`src/rtl/irqc_pkg.sv`:
```
package irqc_pkg;
    localparam int REG_W     = 32;
    localparam int NSRC      = 6;
    localparam int RXGEN_POS = 19;
    localparam int SRST_POS  = 28;

    // source indices inside the event vector
    localparam int SRC_RXTRIG   = 0;
    localparam int SRC_TXTRIG   = 1;
    localparam int SRC_WORDEND  = 2;
    localparam int SRC_TXEND    = 3;
    localparam int SRC_OVERFLOW = 4;
    localparam int SRC_UNDERRUN = 5;

    typedef enum logic {
        CTL_ACTIVE = 1'b0,
        CTL_SRST   = 1'b1
    } ctl_state_e;

    // bit position of each source in both register words
    function automatic int src_pos(input int idx);
        case (idx)
            SRC_RXTRIG:   return 0;
            SRC_TXTRIG:   return 4;
            SRC_WORDEND:  return 8;
            SRC_TXEND:    return 9;
            SRC_OVERFLOW: return 12;
            default:      return 13;
        endcase
    endfunction
endpackage

```
`src/rtl/irqc_src_gate.sv`:
```
module irqc_src_gate
    import irqc_pkg::*;
#(
    parameter int N = NSRC
) (
    input  logic [N-1:0] ev_raw,
    input  logic         rxgen_en,
    input  logic         full_duplex,
    input  logic         capture_en,
    output logic [N-1:0] ev_gated
);
    genvar g;
    generate
        for (g = 0; g < N; g++) begin : g_src
            if (g == SRC_RXTRIG) begin : g_rx
                assign ev_gated[g] = ev_raw[g] & rxgen_en & capture_en;
            end else if (g == SRC_OVERFLOW) begin : g_ovf
                assign ev_gated[g] = ev_raw[g] & full_duplex & capture_en;
            end else begin : g_plain
                assign ev_gated[g] = ev_raw[g] & capture_en;
            end
        end
    endgenerate
endmodule

```
`src/rtl/irqc_status_bit.sv`:
```
module irqc_status_bit (
    input  logic clk,
    input  logic rst_n,
    input  logic flush,
    input  logic set_ev,
    input  logic clr_w1,
    output logic stat_q
);
    always_ff @(posedge clk or negedge rst_n) begin
        if (!rst_n) begin
            stat_q <= 1'b0;
        end else if (flush) begin
            stat_q <= 1'b0;
        end else if (set_ev) begin
            stat_q <= 1'b1;        // a new event wins over a clear in the same cycle
        end else if (clr_w1) begin
            stat_q <= 1'b0;
        end
    end
endmodule

```
`src/rtl/irqc_ctrl_fsm.sv`:
```
module irqc_ctrl_fsm
    import irqc_pkg::*;
#(
    parameter int N = NSRC,
    parameter int W = REG_W
) (
    input  logic         clk,
    input  logic         rst_n,
    input  logic         ctrl_wr,
    input  logic [W-1:0] wdata,
    output logic [N-1:0] en_q,
    output logic         rxgen_q,
    output logic         srst_active,
    output logic         capture_en
);
    ctl_state_e state_q, state_d;

    // state register
    always_ff @(posedge clk or negedge rst_n) begin
        if (!rst_n) state_q <= CTL_ACTIVE;
        else        state_q <= state_d;
    end

    // transitions: enter_reset and leave_reset
    always_comb begin
        state_d = state_q;
        unique case (state_q)
            CTL_ACTIVE: if (ctrl_wr &&  wdata[SRST_POS]) state_d = CTL_SRST;
            CTL_SRST:   if (ctrl_wr && !wdata[SRST_POS]) state_d = CTL_ACTIVE;
        endcase
    end

    // outputs
    always_comb begin
        srst_active = 1'b0;
        capture_en  = 1'b1;
        unique case (state_q)
            CTL_ACTIVE: begin
                srst_active = 1'b0;
                capture_en  = 1'b1;
            end
            CTL_SRST: begin
                srst_active = 1'b1;
                capture_en  = 1'b0;
            end
        endcase
    end

    // enable bits survive soft reset; only a control write changes them
    always_ff @(posedge clk or negedge rst_n) begin
        if (!rst_n) begin
            en_q    <= '0;
            rxgen_q <= 1'b0;
        end else if (ctrl_wr) begin
            for (int i = 0; i < N; i++) en_q[i] <= wdata[src_pos(i)];
            rxgen_q <= wdata[RXGEN_POS];
        end
    end
endmodule

```
`src/rtl/irq_status_ctl.sv`:
```
module irq_status_ctl
    import irqc_pkg::*;
#(
    parameter int W = REG_W,
    parameter int N = NSRC
) (
    input  logic         clk,
    input  logic         rst_n,
    input  logic         reg_wr,
    input  logic         reg_sel,
    input  logic [W-1:0] reg_wdata,
    output logic [W-1:0] reg_rdata,
    input  logic         ev_rx_trig,
    input  logic         ev_tx_trig,
    input  logic         ev_word_end,
    input  logic         ev_tx_end,
    input  logic         ev_overflow,
    input  logic         ev_underrun,
    input  logic         full_duplex,
    output logic         soft_rst,
    output logic         irq
);
    logic [N-1:0] ev_raw, ev_gated, en_q, stat_q, clr_vec;
    logic         rxgen_q, srst_active, capture_en;
    logic         ctrl_wr, stat_wr;
    logic [W-1:0] ctrl_word, stat_word;

    assign ctrl_wr = reg_wr & ~reg_sel;
    assign stat_wr = reg_wr &  reg_sel;

    assign ev_raw[SRC_RXTRIG]   = ev_rx_trig;
    assign ev_raw[SRC_TXTRIG]   = ev_tx_trig;
    assign ev_raw[SRC_WORDEND]  = ev_word_end;
    assign ev_raw[SRC_TXEND]    = ev_tx_end;
    assign ev_raw[SRC_OVERFLOW] = ev_overflow;
    assign ev_raw[SRC_UNDERRUN] = ev_underrun;

    irqc_ctrl_fsm #(.N(N), .W(W)) u_fsm (
        .clk         (clk),
        .rst_n       (rst_n),
        .ctrl_wr     (ctrl_wr),
        .wdata       (reg_wdata),
        .en_q        (en_q),
        .rxgen_q     (rxgen_q),
        .srst_active (srst_active),
        .capture_en  (capture_en)
    );

    irqc_src_gate #(.N(N)) u_gate (
        .ev_raw      (ev_raw),
        .rxgen_en    (rxgen_q),
        .full_duplex (full_duplex),
        .capture_en  (capture_en),
        .ev_gated    (ev_gated)
    );

    genvar g;
    generate
        for (g = 0; g < N; g++) begin : g_stat
            assign clr_vec[g] = stat_wr & reg_wdata[src_pos(g)];
            irqc_status_bit u_bit (
                .clk    (clk),
                .rst_n  (rst_n),
                .flush  (srst_active),
                .set_ev (ev_gated[g]),
                .clr_w1 (clr_vec[g]),
                .stat_q (stat_q[g])
            );
        end
    endgenerate

    always_comb begin
        ctrl_word = '0;
        stat_word = '0;
        for (int i = 0; i < N; i++) begin
            ctrl_word[src_pos(i)] = en_q[i];
            stat_word[src_pos(i)] = stat_q[i];
        end
        ctrl_word[RXGEN_POS] = rxgen_q;
        ctrl_word[SRST_POS]  = srst_active;
    end

    assign reg_rdata = reg_sel ? stat_word : ctrl_word;
    assign irq       = |(stat_q & en_q);
    assign soft_rst  = srst_active;
endmodule

```
`config.mk`:
```
export PLATFORM = sky130hd
export DESIGN_NAME = irq_status_ctl
export DESIGN_NICKNAME = d
export VERILOG_FILES = /design/src/rtl/irqc_pkg.sv /design/src/rtl/irqc_src_gate.sv /design/src/rtl/irqc_status_bit.sv /design/src/rtl/irqc_ctrl_fsm.sv /design/src/rtl/irq_status_ctl.sv
export SDC_FILE = /design/constraint.sdc
export NUM_CORES = 1
export LEC_CHECK = 0
export ABC_AREA = 1
export BUFFER_PORTS_ARGS = -buffer_cell sky130_fd_sc_hd__buf_4
export CORE_MARGIN = 1
export CORE_UTILIZATION = 42
export DETAILED_ROUTE_END_ITERATION = 8
export GPL_TIMING_DRIVEN = 0
export PLACE_DENSITY = 0.88
export SLEW_MARGIN = 30
export SYNTH_ARGS = -nofsm -noshare
export SYNTH_HDL_FRONTEND = slang
export SYNTH_SLANG_ARGS = --single-unit
```
`constraint.sdc`:
```
create_clock -name clk -period 1.6 [get_ports clk]
set_input_delay 0.16 -clock clk [delete_from_list [all_inputs] [get_ports clk]]
set_output_delay 0.16 -clock clk [all_outputs]
set_load 0.005 [all_outputs]
```
Word-level counts from Yosys, hierarchy flattened
Cells that the tools add are included.
{"block": "word_totals", "ff_bits": 14, "in_bits": 43, "out_inout_bits": 34, "word_cells": 92}
{"block": "op_classes", "order_cmp": 6, "n_mux": 48, "n_bitwise": 19, "reduce_logical": 10}
{"op": "32-bit by 7-bit less-than comparator with 1-bit output, second input constant", "count": 6}
{"op": "32-bit 2-to-1 mux", "count": 6}
{"op": "1-bit 2-to-1 mux", "count": 32}
{"op": "1-bit binary-select mux with 5-bit select", "count": 6}
{"op": "29-bit 2-to-1 mux", "count": 1}
{"op": "3-bit nonzero test", "count": 6}
{"op": "1-bit bitwise AND", "count": 16}
{"op": "6-bit bitwise AND", "count": 1}
{"op": "1-bit one-hot mux with 2 select lines", "count": 3}
{"op": "6-bit OR reduction", "count": 1}
{"op": "1-bit logical AND", "count": 2}
{"op": "1-bit inverter", "count": 2}
{"op": "1-bit zero test", "count": 1}

Depth between registers and ports, before layout
Gate-level depths: netlist of the first run.
{"block": "logic_depth", "depth_word": 6, "depth_mapped": 5, "mapped_depth_nobuf": 4}

By module
From an unflattened synthesis of the first run, not the netlist that was laid out.
{"block": "hier_totals", "cells_unflattened": 153, "area_unflattened_um2": 1014.7}
{"mod": "irq_status_ctl", "n_inst": 1, "cells_per_inst": 75, "area_each_um2": 386.6, "seq_area_each_um2": 0.0}
{"mod": "irqc_ctrl_fsm", "n_inst": 1, "cells_per_inst": 35, "area_each_um2": 309.0, "seq_area_each_um2": 200.2}
{"mod": "irqc_status_bit", "n_inst": 6, "cells_per_inst": 5, "area_each_um2": 45.0, "seq_area_each_um2": 25.0}
{"mod": "irqc_src_gate", "n_inst": 1, "cells_per_inst": 13, "area_each_um2": 48.8, "seq_area_each_um2": 0.0}

Least setup slack after synthesis of the first run
OpenSTA, ideal clock, no wires.
{"block": "synth_path", "path_type": "reg2out", "startpoint": "register with a tool-made name", "endpoint": "output reg_rdata[28]", "arrival_ns": 0.705, "path_slack_ns": 0.735, "stages_incl_launch_ff": 3, "path_cell_list": "dfrtp_1 -> inv_1 -> nor2_1"}
{"item": "end: declaration", "line": "irq_status_ctl.sv:12", "source": "output logic [W-1:0] reg_rdata,"}

==> metrics.cfg, run 1 <==
[outcome]
status = finished, final reports clean

[synth]
ys_seq_area_share_pct = 35.9
postSynthAreaPerCell_um2 = 7.52
ys_ff_latch = 14
syn_inst = 130
syn-cell-area_um2 = 977
yosysWarnings = 0
synth.distinct_cells = 16

[global_routing]
grt_pass1_vias = 791
overflow = 0
antenna_found_initial = 0
grt_pass1_wl_mm = 3.25
grt_util_all_layers_pct = 17.0
grt_max_degree = 15

[critical_path]
worst_ep_arrival_time_ns = 1.20
required_ns = 1.44
rrSetupSlack_ns = 0.58
cp-endpoint = reg_rdata[28]
path_class = reg2out
regToRegEndpoint = g_stat[4].u_bit.stat_q
end_kind = output pin
reg2regPathDepth = 3
start_kind = flip-flop
crit_fanout = 8

[finish]
areaGrowthSynthToFinish_pct = 38.7
nNetsFinal = 230
diodes = 0
final_util_pct = 61.3
drive_above_1_share_pct = 36.0

[detailed_routing]
met2WireLength_mm = 1.05
ant_nets = 0
wirelength_mm = 1.98
top_layer_used = met4
drt_iter0_drc = 24
firstDrtPassIters = 4
vias = 894
m1WireLength_um = 783
wl_met3_um = 119
drc = 0
avgViaCountPerCell = 4.18
wire_per_inst_um = 9.25

[timing]
holdWs_ns = 0.116
worst_slack_ns = 0.239
fin_crit_ns = 1.36
skew_ns = 0.00248
post-route-period-util_pct = 85.1
fmaxAchievable_mhz = 735
slew_violations = 0
setup_violations = 0
hold_viol = 0
rsz0062_at_grt = no
setup_tns_ns = 0

[die]
rows = 17
die_x_um = 50.2
io-pin-count = 77
start_util_pct = 44.2
core_area_um2 = 2210
die_h_um = 50.2
dieArea_um2 = 2520

[clock_network]
cts_tree = built
clock_latency_ns = 0.28
cts_num_sinks = 14
htree_levels = 1
cts-root-buf = clkbuf_4
cts_buffer_depth = 2
clk_pin_slew_worst_paths_ns = 0.09
numCtsBuffers = 3

[power_and_ir_drop]
max-vdd-ir-drop_uv = 489
total_power_uw = 996
p_per_area_nw_per_um2 = 735
p_leak_uw = 0.000796

[min_path]
hp-class = in2reg
min-delay-start = reg_wdata[13]

[placement]
io_buffers = 28
detailed_place_hpwl_mm = 1.56
place.gp.congestion = 0.763
dp_slack_ns = 0.539

[run]
cap_viol_max_count = 0

-- layout make-up --
class / instances / area (um^2)
Clock buffer: 4 / 36.3
Tap cell: 28 / 35.0
Timing Repair Buffer: 29 / 220
Fill cell: 215 / 857
Buffer: 28 / 224
Sequential cell: 14 / 350
Inverter: 15 / 56.3
Multi-Input combinational cell: 96 / 433
-- cells in the final DEF (no fill, tap or decap), drive strengths merged --
master       synthesis  routed
dlygate4sd3          0       1
nand2               33      33
o21ai                6       6
buf                 27      55
o21bai               6       6
nand3               11      11
a21oi                4       4
nor2                12      12
conb                 1      24
inv                 15      15
dfrtp               14      14
clkbuf               1       5
-- power by group --
| group | leakage (uW) | internal (uW) | switching (uW) |
|---|---|---|---|
| logic | 0.000602 | 167 | 141 |
| registers | 0.000173 | 397 | 32.2 |
| clock network | 0.0000210 | 138 | 119 |
-- worst min path at each step --
stage                              to  cells after the start  slack [ns]
2_1_floorplan               async pin                      0       -0.14
3_3_place_gp   g_stat[3].u_bit.stat_q                      1        0.02
3_5_place_dp   g_stat[3].u_bit.stat_q                      1        0.02
4_1_cts                 u_fsm.en_q[5]                      3        0.12
5_1_grt                 u_fsm.rxgen_q                      3        0.13
6_report                u_fsm.en_q[5]                      3        0.12
-- worst max-delay path, stage by stage, from the launching register on --
cell and delay, ns:
dfrtp_1 0.48, inv_1 0.20, nor2_1 0.13, buf_4 0.12
-- routing by layer --
layer,global-route usage (%),vias up
met1,19.6,393
met5,0,-
li1,-,462
met2,30.2,35
met4,7.62,0
met3,2.73,4
-- stage by stage --
step	cell area, um^2	std cells
finish	1360	214
global route	1360	214
CTS	1360	214
detailed placement	1310	209
global placement	1310	209
floorplan	1060	153
-- flip-flops by register name, indices dropped and copies added (netlist names), named ones only --
register             flops
g_stat.u_bit.stat_q      6
u_fsm.en_q               6
u_fsm.rxgen_q            1
-- cells by family (layout without fill, tap and decap cells) --
kind of cell / count (synthesis) / after routing / synth area share (%)
buf+inv: 43 / 76 / 28.7
other cells: 1 / 24 / 0.384
flops: 14 / 14 / 35.9
compound gates: 16 / 16 / 10.9
simple gates: 56 / 56 / 24.2
-- synthesized netlist by cell type, drive strengths merged --
master,instances,share of area (%)
nand3,11,5.6
conb,1,0.38
buf,27,22
a21oi,4,3.2
inv,15,5.8
o21ai,6,3.1
o21bai,6,4.6
nand2,33,13
clkbuf,1,1.4
dfrtp,14,36
nor2,12,5.1
-- repair_timing --
action	CTS	global route
endpoints found under the hold margin	14	0
resized for setup	0	0
setup buffers	0	0
hold buffers	1	0
No activity file was read; power rests on OpenSTA's default activity.
==> run 2, diff against run 1 <==
ABC_AREA = 0   (was 1)
CORE_UTILIZATION = 41   (was 42)
==> metrics.cfg, run 2 <==
[placement]
place.gp.congestion = 0.755  ; was 0.763
io_buffers = 28  ; unchanged
place_area_um2 = 1260  ; was 1310 um^2

[die]
die_x_um = 49.5  ; was 50.2 um
start_util_pct = 45.3  ; was 44.2%
die_h_um = 49.5  ; was 50.2 um
rows = 16  ; was 17
dieArea_um2 = 2450  ; was 2520 um^2
io-pin-count = 77  ; unchanged
core_area_um2 = 2040  ; was 2210 um^2

[critical_path]
required_ns = 1.44  ; about the same
crit_fanout = 8  ; unchanged
critPathSlowestCell = dfrtp_1  ; unchanged
end_kind = output pin  ; unchanged
cpPeakStageDelay_ns = 0.35  ; was 0.48 ns
path_class = reg2out  ; unchanged
start_kind = flip-flop  ; unchanged
cp_cell_sequence = clkbuf_1 -> nor2b_1 -> buf_4  ; was inv_1 -> nor2_1 -> buf_4
worst_ep_arrival_time_ns = 1.25  ; was 1.20 ns

[synth]
synth_adder_area_share_pct = 0  ; unchanged
synth-xor-area-share_pct = 0  ; unchanged
syn_inst = 83  ; was 130
synthSimpleGateAreaFrac_pct = 13.6  ; was 24.2%
ys.flop_type = dfrtp_1  ; unchanged
muxShareOfSynthArea_pct = 20.3  ; was 0%
yosys-top-cells-area = dfrtp_1 (38%), buf_4 (20%), mux2_4 (13%)  ; was dfrtp_1 (36%), buf_4 (19%), nand2_1 (12%)
yosysTopAreaCellShare_pct = 37.8  ; was 35.9%
synth_common_cells = buf_4 (25), dfrtp_1 (14), mux2_4 (8)  ; was nand2_1 (32), buf_4 (25), dfrtp_1 (14), inv_1 (14), nand3_1 (11)
yosysWarnings = 0  ; unchanged
synth_top_area_cell = dfrtp_1  ; unchanged
ys_seq_area_share_pct = 37.8  ; was 35.9%
synth.distinct_cells = 18  ; was 16
ys_ff_latch = 14  ; unchanged
syn-cell-area_um2 = 926  ; was 977 um^2
synth-compound-area-share_pct = 5.95  ; was 10.9%
synth_edf_count = 0  ; unchanged
yosys.cell_count.top_type = buf_4  ; was nand2_1
async_reset_ff_share_pct = 100  ; unchanged
postSynthAreaPerCell_um2 = 11.2  ; was 7.52 um^2
synth_top_family_by_area = buffers and inverters  ; unchanged

[global_routing]
grt_pass1_wl_mm = 2.77  ; was 3.25 mm
overflow = 0  ; unchanged
grt_pass1_vias = 649  ; was 791
grtUsageMet1_pct = 17.7  ; was 19.6%
grt_max_degree = 15  ; unchanged
antenna_found_initial = 0  ; unchanged
grt_util_all_layers_pct = 14.7  ; was 17.0%
busiest_layer = met2  ; unchanged
grt.met2_usage_pct = 27.5  ; was 30.2%
use_met3_pct = 3.09  ; was 2.73%

[detailed_routing]
avgViaCountPerCell = 4.31  ; was 4.18
vias = 715  ; was 894
ant_nets = 0  ; unchanged
wire_per_inst_um = 10.8  ; was 9.25 um
drc = 0  ; unchanged
firstDrtPassIters = 4  ; unchanged
wirelength_mm = 1.80  ; was 1.98 mm
drt_iter0_drc = 10  ; was 24

[clock_network]
cts_num_sinks = 14  ; unchanged
htree_levels = 1  ; unchanged
post_cts_resized = 0  ; unchanged
cts-root-buf = clkbuf_4  ; unchanged
cts_tree = built  ; unchanged
clock_latency_ns = 0.27  ; was 0.28 ns
clk_pin_slew_worst_paths_ns = 0.09  ; about the same
numCtsBuffers = 3  ; unchanged
cts_buffer_depth = 2  ; unchanged

[timing]
rsz0062_at_grt = no  ; unchanged
fin_crit_ns = 1.41  ; was 1.36 ns
slew_violations = 0  ; unchanged
skew_ns = 0.000400  ; was 0.00248 ns
setup_tns_ns = 0  ; unchanged
hold_viol = 0  ; unchanged
fmaxAchievable_mhz = 708  ; was 735 MHz
post-route-period-util_pct = 88.3  ; was 85.1%
setup_violations = 0  ; unchanged

[power_and_ir_drop]
netSwitchingPower_uw = 289  ; was 293 uW
seq_power_share_pct = 42.6  ; was 43.1%
switching_share_pct = 27.2  ; was 29.4%
p_int_uw = 772  ; was 703 uW
p_per_area_nw_per_um2 = 814  ; was 735 nW/um^2
max-vdd-ir-drop_uv = 518  ; was 489 uV
clockPowerShare_pct = 24.7  ; was 25.9%
combPwrFrac_pct = 32.7  ; was 31.0%
p_leak_uw = 0.000714  ; was 0.000796 uW

[min_path]
hp-class = in2reg  ; unchanged

[finish]
nNetsFinal = 183  ; was 230
diodes = 0  ; unchanged
fillers = 178  ; was 215
drive_above_1_share_pct = 54.0  ; was 36.0%
mostFrequentLayoutCell = buf_4  ; unchanged
biggestRegsByFlops = g_stat.u_bit.stat_q x6, u_fsm.en_q x6, u_fsm.rxgen_q x1  ; unchanged
layout_common_cells = buf_4 (53), conb_1 (24), dfrtp_1 (14), mux2_4 (8), mux2_2 (6)  ; was buf_4 (53), nand2_1 (32), conb_1 (24), inv_1 (14), dfrtp_1 (14)
final_area_um2 = 1300  ; was 1360 um^2
areaGrowthSynthToFinish_pct = 40.7  ; was 38.7%

[run]
cap_viol_max_count = 0  ; unchanged

[outcome]
status = finished, final reports clean  ; unchanged

## run 2: cell types whose count changed after synthesis, sizes merged, moves of 6 or more
cell    change
inv        -15
nand3      -10
mux2       +14
nor2        -8
o21bai      -6
o21ai       -6
nand2      -31
## run 2: per-stage QoR
stage | setup WS (ns) | hold WS, ns | power (uW) | util (%) | cells
2_1_floorplan | 0.680 | -0.136 | 657 | - | 106
3_3_place_gp | 0.477 | 0.0105 | 790 | 61.5 | 161
3_5_place_dp | 0.478 | 0.0199 | 801 | 61.5 | 161
4_1_cts | 0.191 | 0.107 | 1060 | 63.8 | 166
5_1_grt | 0.0653 | 0.100 | 1120 | 63.8 | 166
6_report | 0.187 | 0.107 | 1060 | 63.8 | 166
## run 2: worst paths after layout
path | from | end | slack (ns) | depth (start not counted)
max in group asynchronous | rst_n | u_fsm.en_q[0] | 1.18 | 2
min reg2reg | u_fsm.rxgen_q | u_fsm.rxgen_q | 0.54 | 1
max | flip-flop | reg_rdata[28] | 0.19 | 3
min in group asynchronous | rst_n | u_fsm.en_q[2] | 0.26 | 2
min | reg_wdata[28] | flip-flop | 0.11 | 2
max reg2reg | flip-flop | flip-flop | 0.59 | 2
## run 2: area by class of cell
cell class	count	area [um^2]	share of cell area [%]
sequential	14	350	26.9
multi-input combinational	65	459	35.3
clock buffer	4	36.3	2.79
buffer	27	203	15.6
timing repair buffer	29	220	16.9
tap	27	33.8	2.59
## run 2: worst max-delay path: cells and delay by family (launching register included)
family / cells / cell delay [ns]
buf+inv: 2 / 0.44
flops: 1 / 0.35
simple gates: 1 / 0.18
## run 2: power groups by stage
stage | clock, uW | sequential (uW) | combinational (uW)
6_report | 262 | 452 | 347
5_1_grt | 282 | 461 | 374
4_1_cts | 259 | 451 | 346
3_5_place_dp | 0 | 458 | 343
3_3_place_gp | 0 | 454 | 336
2_1_floorplan | 0 | 446 | 211
## run 2: logic make-up after synthesis
kind of cell | Yosys count
buf+inv | 27
simple gates | 20
mux | 14
flops | 14
compound gates | 7
other cells | 1
## run 2: what timing repair did
action                    4_1_cts  5_1_grt
hold buffers                    1        0
setup buffers                   0        0
hold endpoints to repair       14        0
## run 2: metal layers
metal,vias up,share of wire [%]
li1,352,-
met1,317,42
met2,44,48
met3,2,9.9
met4,0,0.33
met5,-,0
==> run 3, diff against run 2 <==
CORE_UTILIZATION = 38   (was 41)
PLACE_DENSITY = 0.82   (was 0.88)
TNS_END_PERCENT = 30   (was default)
clock period = 1.5 ns   (was 1.6 ns; I/O delays follow)
==> metrics.cfg, run 3 (synthesized netlist as in run 2, its figures left out) <==
[outcome]
status = finished, final reports clean  ; unchanged

[timing]
post-route-period-util_pct = 85.5
fmaxAchievable_mhz = 780
slew_violations = 0  ; unchanged
holdWs_ns = 0.101  ; was 0.107 ns
setup_tns_ns = 0  ; unchanged
setup_violations = 0  ; unchanged
skew_ns = 0.00553  ; was 0.000400 ns
fin_crit_ns = 1.28
hold_viol = 0  ; unchanged
rsz0062_at_grt = no  ; unchanged

[detailed_routing]
drt_iter0_drc = 7  ; was 10
wirelength_mm = 1.83  ; was 1.80 mm
wire_per_inst_um = 11.0  ; was 10.8 um
vias = 709  ; was 715
firstDrtPassIters = 4  ; unchanged
avgViaCountPerCell = 4.27  ; was 4.31
drc = 0  ; unchanged
ant_nets = 0  ; unchanged

[critical_path]
end_kind = output pin  ; unchanged
worst_ep_arrival_time_ns = 1.13  ; was 1.25 ns
start_kind = flip-flop  ; unchanged
critPathTopFamily = flip-flops  ; was buffers and inverters
reg2regPathDepth = 1  ; was 2
required_ns = 1.35  ; was 1.44 ns
critPathBufInv = 1  ; was 2
cp_cell_sequence = a22oi_1 -> nand3_1 -> buf_4  ; was clkbuf_1 -> nor2b_1 -> buf_4
critPathSlowestCell = dfrtp_1  ; unchanged
cpPeakStageDelay_ns = 0.41  ; was 0.35 ns
rrSetupSlack_ns = 0.59  ; about the same
crit_fanout = 3  ; was 8
path_class = reg2out  ; unchanged

[clock_network]
clock_latency_ns = 0.28  ; was 0.27 ns
htree_levels = 1  ; unchanged
cts_num_sinks = 14  ; unchanged
post_cts_resized = 0  ; unchanged
cts_buffer_depth = 2  ; unchanged
cts-root-buf = clkbuf_4  ; unchanged
numCtsBuffers = 3  ; unchanged
cts_tree = built  ; unchanged
clk_pin_slew_worst_paths_ns = 0.09  ; about the same

[power_and_ir_drop]
max-vdd-ir-drop_uv = 374  ; was 518 uV
p_leak_uw = 0.000712  ; was 0.000714 uW
total_power_uw = 1120  ; was 1060 uW
p_per_area_nw_per_um2 = 859  ; was 814 nW/um^2

[finish]
multi_input_area_um2 = 459  ; unchanged
nNetsFinal = 182  ; was 183
seq_area_um2 = 350  ; unchanged
fillers = 215  ; was 178
biggestRegsByFlops = g_stat.u_bit.stat_q x6, u_fsm.en_q x6, u_fsm.rxgen_q x1  ; unchanged
drive_above_1_share_pct = 54.3  ; was 54.0%
diodes = 0  ; unchanged
mostFrequentLayoutCell = buf_4  ; unchanged
layout_common_cells = buf_4 (53), conb_1 (24), dfrtp_1 (14), mux2_4 (8), mux2_2 (6)  ; unchanged
final_area_um2 = 1300  ; about the same
areaGrowthSynthToFinish_pct = 40.4  ; was 40.7%

[min_path]
hold_depth = 2  ; unchanged
hp-class = in2reg  ; unchanged
min-delay-start = reg_wdata[28]  ; unchanged

[global_routing]
grt_pass1_wl_mm = 2.88  ; was 2.77 mm
grt_pass1_vias = 690  ; was 649
grt_max_degree = 15  ; unchanged
grt_util_all_layers_pct = 15.0  ; was 14.7%
antenna_found_initial = 0  ; unchanged
overflow = 0  ; unchanged

[placement]
detailed_place_hpwl_mm = 1.45
place.gp.congestion = 0.740  ; was 0.755
place_area_um2 = 1260  ; about the same
io_buffers = 28  ; unchanged

[die]
start_util_pct = 41.1  ; was 45.3%
rows = 17  ; was 16
io-pin-count = 77  ; unchanged
dieArea_um2 = 2640  ; was 2450 um^2
core_area_um2 = 2250  ; was 2040 um^2
die_h_um = 51.4  ; was 49.5 um
die_x_um = 51.4  ; was 49.5 um

[run]
cap_viol_max_count = 0  ; unchanged

==> run 3: worst max-delay path by stage <==
stage                     to     startpoint  cells after the start
3_3_place_gp    reg_rdata[4]        reg_sel                      4
2_1_floorplan      flip-flop      flip-flop                      2
3_5_place_dp   reg_rdata[28]      flip-flop                      3
4_1_cts        reg_rdata[28]      flip-flop                      3
5_1_grt                  irq  u_fsm.en_q[2]                      3
6_report                 irq  u_fsm.en_q[0]                      3
==> run 3: area by class of cell <==
type / instances / share of cell area, %
repair buffers: 29 / 16.9
plain buffers: 26 / 15.3
clock buffers: 4 / 2.79
multi-input cells: 65 / 35.3
well taps: 28 / 2.69
flip-flops and latches: 14 / 26.9
==> run 3: report_power, final <==
part	internal (uW)	switching [uW]	leakage, uW
logic	239	118	0.000521
registers	436	56.0	0.000170
clock network	148	121	0.0000210
total	822	295	0.000712
==> run 3: per-layer routing <==
metal | vias to the layer above | GRT usage, % | part of all wire [%]
li1 | 348 | - | -
met1 | 323 | 16.6 | 38
met2 | 34 | 26.4 | 54
met3 | 4 | 2.68 | 6.5
met4 | 0 | 9.01 | 1.5
met5 | - | 0 | 0
==> run 3: per-stage QoR <==
| step | util, % | setup slack, ns | std cells |
|---|---|---|---|
| detailed placement | 55.8 | 0.385 | 162 |
| CTS | 57.8 | 0.0878 | 167 |
| global route | 57.7 | 0.110 | 166 |
| finish | 57.7 | 0.217 | 166 |
| floorplan | - | 0.580 | 106 |
| global placement | 55.8 | 0.392 | 162 |
==> run 3: repair_timing <==
item	4_1_cts	5_1_grt
hold buffers	1	0
endpoints found under the setup margin	0	1
buffers inserted	0	0
hold endpoints to repair	14	0
